<file path="src/rtl/rfsh_pkg.sv">
package rfsh_pkg;

    localparam int CSR_W    = 32;
    localparam int IVL_W    = 16;
    localparam int SR_POS   = 31;
    localparam int STOP_POS = 30;

    localparam logic [IVL_W-1:0] IVL_RESET = 16'h0884;
    localparam logic [IVL_W-1:0] IVL_FLOOR = 16'h0100;

    typedef enum logic [2:0] {
        LP_RUN,
        LP_DRAIN,
        LP_SRE,
        LP_SRIN,
        LP_WAKE,
        LP_SRX
    } lp_state_e;

    typedef struct packed {
        logic             sr;
        logic             stop;
        logic [IVL_W-1:0] ivl;
    } rfsh_cfg_t;

    function automatic logic [IVL_W-1:0] floor_interval(
        input logic [IVL_W-1:0] asked,
        input logic [IVL_W-1:0] trfc_x2
    );
        return (asked < IVL_FLOOR) ? trfc_x2 : asked;
    endfunction

    function automatic logic [CSR_W-1:0] csr_image(input rfsh_cfg_t c);
        logic [CSR_W-1:0] v;
        v               = '0;
        v[SR_POS]       = c.sr;
        v[STOP_POS]     = c.stop;
        v[IVL_W-1:0]    = c.ivl;
        return v;
    endfunction

endpackage

</file>
<file path="src/rtl/rfsh_csr.sv">
module rfsh_csr
    import rfsh_pkg::*;
#(
    parameter int TRFC_W = 8
) (
    input  logic             clk,
    input  logic             rst,
    input  logic             we,
    input  logic [CSR_W-1:0] wdata,
    input  logic [TRFC_W-1:0] trfc,
    output rfsh_cfg_t        cfg,
    output logic [IVL_W-1:0] load_val,
    output logic [CSR_W-1:0] rdata
);

    logic [IVL_W-1:0] trfc_x2;
    logic             unused_bits;

    assign trfc_x2     = IVL_W'(trfc) << 1;
    assign unused_bits = ^wdata[STOP_POS-1:IVL_W];
    assign load_val    = floor_interval(wdata[IVL_W-1:0], trfc_x2);
    assign rdata       = csr_image(cfg);

    always_ff @(posedge clk) begin
        if (rst) begin
            cfg.sr   <= 1'b0;
            cfg.stop <= 1'b0;
            cfg.ivl  <= IVL_RESET;
        end else if (we) begin
            cfg.sr   <= wdata[SR_POS];
            cfg.stop <= wdata[STOP_POS] & cfg.sr;
            cfg.ivl  <= load_val;
        end
    end

    AST_FLOOR_APPLIED: assert property (@(posedge clk) disable iff (rst) (!$past(rst) && $past(we)) |-> (cfg.ivl >= IVL_FLOOR || cfg.ivl == $past(trfc_x2)));
    AST_STOP_NEEDS_SR: assert property (@(posedge clk) disable iff (rst) $rose(cfg.stop) |-> $past(cfg.sr));

endmodule

</file>
<file path="src/rtl/rfsh_timer.sv">
module rfsh_timer
    import rfsh_pkg::*;
#(
    parameter int PEND_MAX = 8
) (
    input  logic             clk,
    input  logic             rst,
    input  logic [IVL_W-1:0] ivl,
    input  logic [IVL_W-1:0] load_val,
    input  logic             load,
    input  logic             run,
    input  logic             allow,
    input  logic             restart,
    input  logic             ref_ack,
    output logic             ref_req,
    output logic             pend_zero
);

    localparam int PW = $clog2(PEND_MAX + 1);
    localparam logic [PW-1:0] PEND_TOP = PW'(PEND_MAX);

    logic [IVL_W-1:0] cnt;
    logic [PW-1:0]    pend;
    logic             tick;
    logic             take;

    assign tick      = run && !load && (cnt < IVL_W'(2));
    assign take      = ref_req && ref_ack;
    assign pend_zero = (pend == '0);
    assign ref_req   = allow && !pend_zero;

    always_ff @(posedge clk) begin
        if (rst) begin
            cnt <= IVL_RESET;
        end else if (load) begin
            cnt <= load_val;
        end else if (restart) begin
            cnt <= ivl;
        end else if (run) begin
            cnt <= (cnt < IVL_W'(2)) ? ivl : cnt - 1'b1;
        end
    end

    always_ff @(posedge clk) begin
        if (rst) begin
            pend <= '0;
        end else if (restart) begin
            pend <= PW'(1);
        end else if (tick && !take && pend != PEND_TOP) begin
            pend <= pend + 1'b1;
        end else if (!tick && take) begin
            pend <= pend - 1'b1;
        end
    end

    AST_REQ_HOLD: assert property (@(posedge clk) disable iff (rst) (ref_req && !ref_ack) |=> ref_req);
    AST_CNT_FROZEN: assert property (@(posedge clk) disable iff (rst) (!run && !load && !restart) |=> $stable(cnt));

endmodule

</file>
<file path="src/rtl/rfsh_lpseq.sv">
module rfsh_lpseq
    import rfsh_pkg::*;
#(
    parameter int WAKE_CYC = 16
) (
    input  logic clk,
    input  logic rst,
    input  logic sr,
    input  logic stop,
    input  logic pend_zero,
    input  logic sre_ack,
    input  logic srx_ack,
    output logic run,
    output logic allow,
    output logic restart,
    output logic sre_req,
    output logic srx_req,
    output logic mclk_en
);

    localparam int WW = (WAKE_CYC > 1) ? $clog2(WAKE_CYC) : 1;

    lp_state_e      st, st_nx;
    logic [WW-1:0]  wc;

    always_comb begin
        st_nx = st;
        unique case (st)
            LP_RUN:   if (sr) st_nx = LP_DRAIN;
            LP_DRAIN: begin
                if (!sr)            st_nx = LP_RUN;
                else if (pend_zero) st_nx = LP_SRE;
            end
            LP_SRE:   if (sre_ack) st_nx = LP_SRIN;
            LP_SRIN:  if (!sr) st_nx = LP_WAKE;
            LP_WAKE:  if (wc == '0) st_nx = LP_SRX;
            LP_SRX:   if (srx_ack) st_nx = LP_RUN;
            default:  st_nx = LP_RUN;
        endcase
    end

    always_ff @(posedge clk) begin
        if (rst) begin
            st <= LP_RUN;
            wc <= '0;
        end else begin
            st <= st_nx;
            if (st == LP_SRIN)
                wc <= WW'(WAKE_CYC - 1);
            else if (st == LP_WAKE && wc != '0)
                wc <= wc - 1'b1;
        end
    end

    assign run     = (st == LP_RUN);
    assign allow   = (st == LP_RUN) || (st == LP_DRAIN);
    assign sre_req = (st == LP_SRE);
    assign srx_req = (st == LP_SRX);
    assign restart = (st == LP_SRX) && srx_ack;
    assign mclk_en = !((st == LP_SRIN) && stop);

    AST_SRE_HOLD: assert property (@(posedge clk) disable iff (rst) (sre_req && !sre_ack) |=> sre_req);
    AST_SRX_HOLD: assert property (@(posedge clk) disable iff (rst) (srx_req && !srx_ack) |=> srx_req);

endmodule

</file>
<file path="src/rtl/sdram_refresh_ctrl.sv">
module sdram_refresh_ctrl
    import rfsh_pkg::*;
#(
    parameter int TRFC_W   = 8,
    parameter int PEND_MAX = 8,
    parameter int WAKE_CYC = 16
) (
    input  logic              clk,
    input  logic              rst,
    input  logic              cfg_we,
    input  logic [31:0]       cfg_wdata,
    output logic [31:0]       cfg_rdata,
    input  logic [TRFC_W-1:0] trfc,
    output logic              ref_req,
    input  logic              ref_ack,
    output logic              sr_enter_req,
    input  logic              sr_enter_ack,
    output logic              sr_exit_req,
    input  logic              sr_exit_ack,
    output logic              mclk_en
);

    rfsh_cfg_t        cfg;
    logic [IVL_W-1:0] load_val;
    logic             run, allow, restart, pend_zero;

    rfsh_csr #(.TRFC_W(TRFC_W)) u_csr (
        .clk      (clk),
        .rst      (rst),
        .we       (cfg_we),
        .wdata    (cfg_wdata),
        .trfc     (trfc),
        .cfg      (cfg),
        .load_val (load_val),
        .rdata    (cfg_rdata)
    );

    rfsh_timer #(.PEND_MAX(PEND_MAX)) u_timer (
        .clk       (clk),
        .rst       (rst),
        .ivl       (cfg.ivl),
        .load_val  (load_val),
        .load      (cfg_we),
        .run       (run),
        .allow     (allow),
        .restart   (restart),
        .ref_ack   (ref_ack),
        .ref_req   (ref_req),
        .pend_zero (pend_zero)
    );

    rfsh_lpseq #(.WAKE_CYC(WAKE_CYC)) u_lpseq (
        .clk       (clk),
        .rst       (rst),
        .sr        (cfg.sr),
        .stop      (cfg.stop),
        .pend_zero (pend_zero),
        .sre_ack   (sr_enter_ack),
        .srx_ack   (sr_exit_ack),
        .run       (run),
        .allow     (allow),
        .restart   (restart),
        .sre_req   (sr_enter_req),
        .srx_req   (sr_exit_req),
        .mclk_en   (mclk_en)
    );

    AST_ENTRY_DRAINED: assert property (@(posedge clk) disable iff (rst) sr_enter_req |-> !ref_req);
    AST_CLK_OFF_QUIET: assert property (@(posedge clk) disable iff (rst) !mclk_en |-> (!ref_req && !sr_enter_req && !sr_exit_req));
    AST_EXIT_REFRESH: assert property (@(posedge clk) disable iff (rst) $fell(sr_exit_req) |-> ref_req);

endmodule

</file>
<file path="config.mk">
export PLATFORM = sky130hd
export DESIGN_NAME = sdram_refresh_ctrl
export DESIGN_NICKNAME = d
export VERILOG_FILES = /design/src/rtl/rfsh_pkg.sv /design/src/rtl/rfsh_csr.sv /design/src/rtl/rfsh_timer.sv /design/src/rtl/rfsh_lpseq.sv /design/src/rtl/sdram_refresh_ctrl.sv
export SDC_FILE = /design/constraint.sdc
export NUM_CORES = 1
export LEC_CHECK = 0
export ABC_AREA = 1
export BUFFER_PORTS_ARGS = -buffer_cell sky130_fd_sc_hd__buf_2
export CORE_UTILIZATION = 40
export CTS_BUF_LIST = sky130_fd_sc_hd__clkbuf_2
export DETAILED_ROUTE_END_ITERATION = 10
export PLACE_DENSITY = 0.66
export SYNTH_ARGS = -nofsm -noshare
export SYNTH_HDL_FRONTEND = slang
export SYNTH_SLANG_ARGS = --single-unit
</file>
<file path="constraint.sdc">
create_clock -name clk -period 2.1 [get_ports clk]
set_clock_uncertainty 0.05 [all_clocks]
set_input_delay 0.105 -clock clk [delete_from_list [all_inputs] [get_ports clk]]
set_output_delay 0.105 -clock clk [all_outputs]
set_load 0.01 [all_outputs]
</file>
==> run summary <==
Lkg Pwr = 1.84 nW
Cell Area, Synth = 2890 µm²
Mapped Cells = 446
Sinks on Clock Net = 45
CP max-delay cell = dfxtp_2
max_slew headroom = 49.6%
total global-route track usage = 20.4%
die area = 7570 µm²
WP data required = 2.44 ns
area of the multi-input gates = 1750 µm²
top post-synthesis cells by count = nand2_1 (92), nor2_1 (75), dfxtp_1 (45), inv_1 (45)
worst hold path type = input pin to flip-flop
Synth cell types = 36
Post-synth EDFFs = 0
Post-DRT Antenna Nets = 0
status = finished clean
Synth top area share = 31.2%
Max VDD drop = 442 µV
total negative setup slack = 0 ns
RSZ-0062 raised after global routing = yes
vias in the first global route = 2708
Async SR Flop Fraction = 0%
Most common cell on crit path = nand2_2
critical path fanouts, max = 5
Synth Register Bits = 45
Vias/cell = 4.84
DRT Pass-1 Iters = 4
Max Buffers Root-to-Sink = 2
Post-DP HPWL = 5220 µm
Critical Path Sink Type = flip-flop
Seq. cell area = 918 µm²
final setup violating endpoints = 0
CP Launch Type = flip-flop
initial antenna violation count = 0
Area Growth Syn to Fin = 28.6%
area leader, netlist = dfxtp_1
total wire length = 7770 µm
Mean Syn Cell Area = 6.48 µm²
Final GP Congestion = 0.838
drt wl/cell = 12.2 µm
fraction of layout cells with a size suffix above 1 = 26.9%
Initial DRC Count = 128
Starting Density = 42.1%
Die Span X = 87.0 µm
IO buf count = 53
Post-synth top flop = dfxtp_1
Tmin final = 2.08 ns
Critical Path AT = 2.42 ns
die height = 87.0 µm
via count = 3074
most common cell in the netlist = nand2_1
ANT cells = 0
core area = 6870 µm²
Std-Cell Rows = 30
sequential area share after synthesis = 31.2%
Final Hold Vio Count = 0
# fillers = 675
Final period util = 99.1%
total gr overflow = 0
fin nets = 589
max-cap violations = 0
Tightest Pin Transition = 0.756 ns
DRC violation count after routing = 0
CTS root buffer = clkbuf_2
R2R Setup Slk = 0.02 ns
largest net degree at the start of global routing = 31
total I/O pin count = 82
CTS clk-pin slew, worst paths = 0.23 ns
total CTS buffers = 5
Worst-Skew Late Latency = 0.42 ns
crit path kind = flip-flop to flip-flop
Cell Pwr Density = 1030 nW/µm²
worst stage delay on the critical path = 0.39 ns
dominant cells by area after synthesis = dfxtp_1 (31%), nand2_1 (12%), nor2_1 (9.7%), inv_1 (5.8%), a21oi_1 (5.7%)
CTS tree = done
fin. max-slew vios = 0
Max Fclk = 0.480 GHz
Min Hold Slack = 0.0149 ns
worst-path cell chain = nor2_4, nand2_2, nor2_4, nand2_4, nor2_4, nand3_4, ha_4, nand2_2, nand2_2, a31oi_4, inv_2, nand2_2, nand2_2, nand2_2, nand2_1, nor2_1
H-tree depth = 2
first-pass GRT wire length = 12200 µm
Ys Warns = 0
-- metal layers --
layer | GRT usage (%) | vias to the layer above | routed length (µm)
met4 | 5.76 | 0 | 89
met2 | 35.6 | 65 | 3760
met3 | 2.65 | 8 | 224
li1 | - | 1583 | -
met1 | 26.3 | 1418 | 3700
met5 | 0 | - | 0
-- sequential cells by signal, indices dropped and copies added (netlist names) --
register      flops
u_lpseq.st        3
u_timer.pend      4
u_timer.cnt      16
u_lpseq.wc        4
u_csr.cfg        18
-- final timing paths --
kind	startpoint	end	cells after the start
worst max-delay path	u_timer.cnt[5]$_SDFFE_PP0P_	u_timer.pend[3]$_SDFFE_PP0P_	16
worst min-delay path	cfg_wdata[0]	u_csr.cfg[0]$_SDFFE_PP0P_	5
worst max register to register	u_timer.cnt[5]$_SDFFE_PP0P_	u_timer.pend[3]$_SDFFE_PP0P_	16
worst min register to register	u_lpseq.wc[0]$_SDFFE_PP0P_	u_lpseq.wc[0]$_SDFFE_PP0P_	2
-- worst max-delay path, delay by kind of cell, from the launching register on --
family          cells  cell delay, ns
flops               1            0.39
fa+ha+maj           1            0.28
compound gates      1            0.17
buf+inv             1            0.05
simple gates       13            1.10
-- logic make-up after synthesis --
group / Yosys count / synth area share [%]
buffers and inverters: 78 / 13.7
and+or+nand+nor: 235 / 36.6
adders and majority gates: 5 / 2.42
DFF: 45 / 31.2
AOI/OAI and AO/OA: 75 / 13.9
other: 1 / 0.130
xor gates and xnor gates: 7 / 2.12
-- what timing repair did --
action | in CTS | in global routing
hold buffers | 21 | 0
setup buffers | 0 | 7
pin swaps | 0 | 14
endpoints found under the hold margin | 22 | 0
gates resized for setup | 2 | 37
endpoints found under the setup margin | 1 | 3
-- area by class of cell --
cell class / instances / area share (%)
inverter: 48 / 4.85
sequential: 45 / 24.7
clock buffer: 6 / 0.808
tap: 96 / 3.23
timing repair buffer: 102 / 18.5
multi-input combinational: 336 / 47.0
clock inverter: 2 / 0.909
-- layout by cell type (no fill, tap or decap), types with 2 or more instances in the layout --
cell type	netlist	routed
nand2_1	92	85
nor2_1	75	68
buf_2	4	53
inv_1	45	44
a21oi_1	33	33
dfxtp_1	45	33
nand3_1	33	32
o21ai_0	28	28
buf_4	16	28
dlygate4sd3_1	0	21
conb_1	1	14
nand2_2	4	11
dfxtp_2	0	11
nor2_4	2	8
nor2_2	5	6
nand4_1	6	6
clkbuf_2	0	6
xor2_1	5	5
inv_2	3	4
nand2_4	4	4
nor3_1	4	4
o211ai_1	3	3
o21ai_1	3	3
a31oi_1	4	3
a21oi_2	3	3
ha_1	4	3
nand3_2	2	2
or2_2	2	2
xnor2_1	2	2
-- through the flow --
| step | total power, mW | std cells | cell area [µm²] | setup slack (ns) | util [%] |
|---|---|---|---|---|---|
| 2_1_floorplan | 2.54 | 459 | 2940 | 0.0442 | - |
| 3_3_place_gp | 2.94 | 599 | 3270 | 0.0415 | 47.6 |
| 3_5_place_dp | 2.99 | 599 | 3270 | -0.0127 | 47.6 |
| 4_1_cts | 3.53 | 628 | 3550 | -0.00457 | 51.7 |
| 5_1_grt | 4.15 | 635 | 3720 | -0.125 | 54.1 |
| 6_report | 3.82 | 635 | 3720 | 0.0187 | 54.1 |
-- report_power, final --
group	total, mW	internal (mW)	switching, mW	leakage [nW]
clock network	0.497	0.203	0.294	0.0406
registers	1.26	1.08	0.174	0.375
logic	2.07	0.873	1.19	1.42
Power figures use the tool's default switching activity.
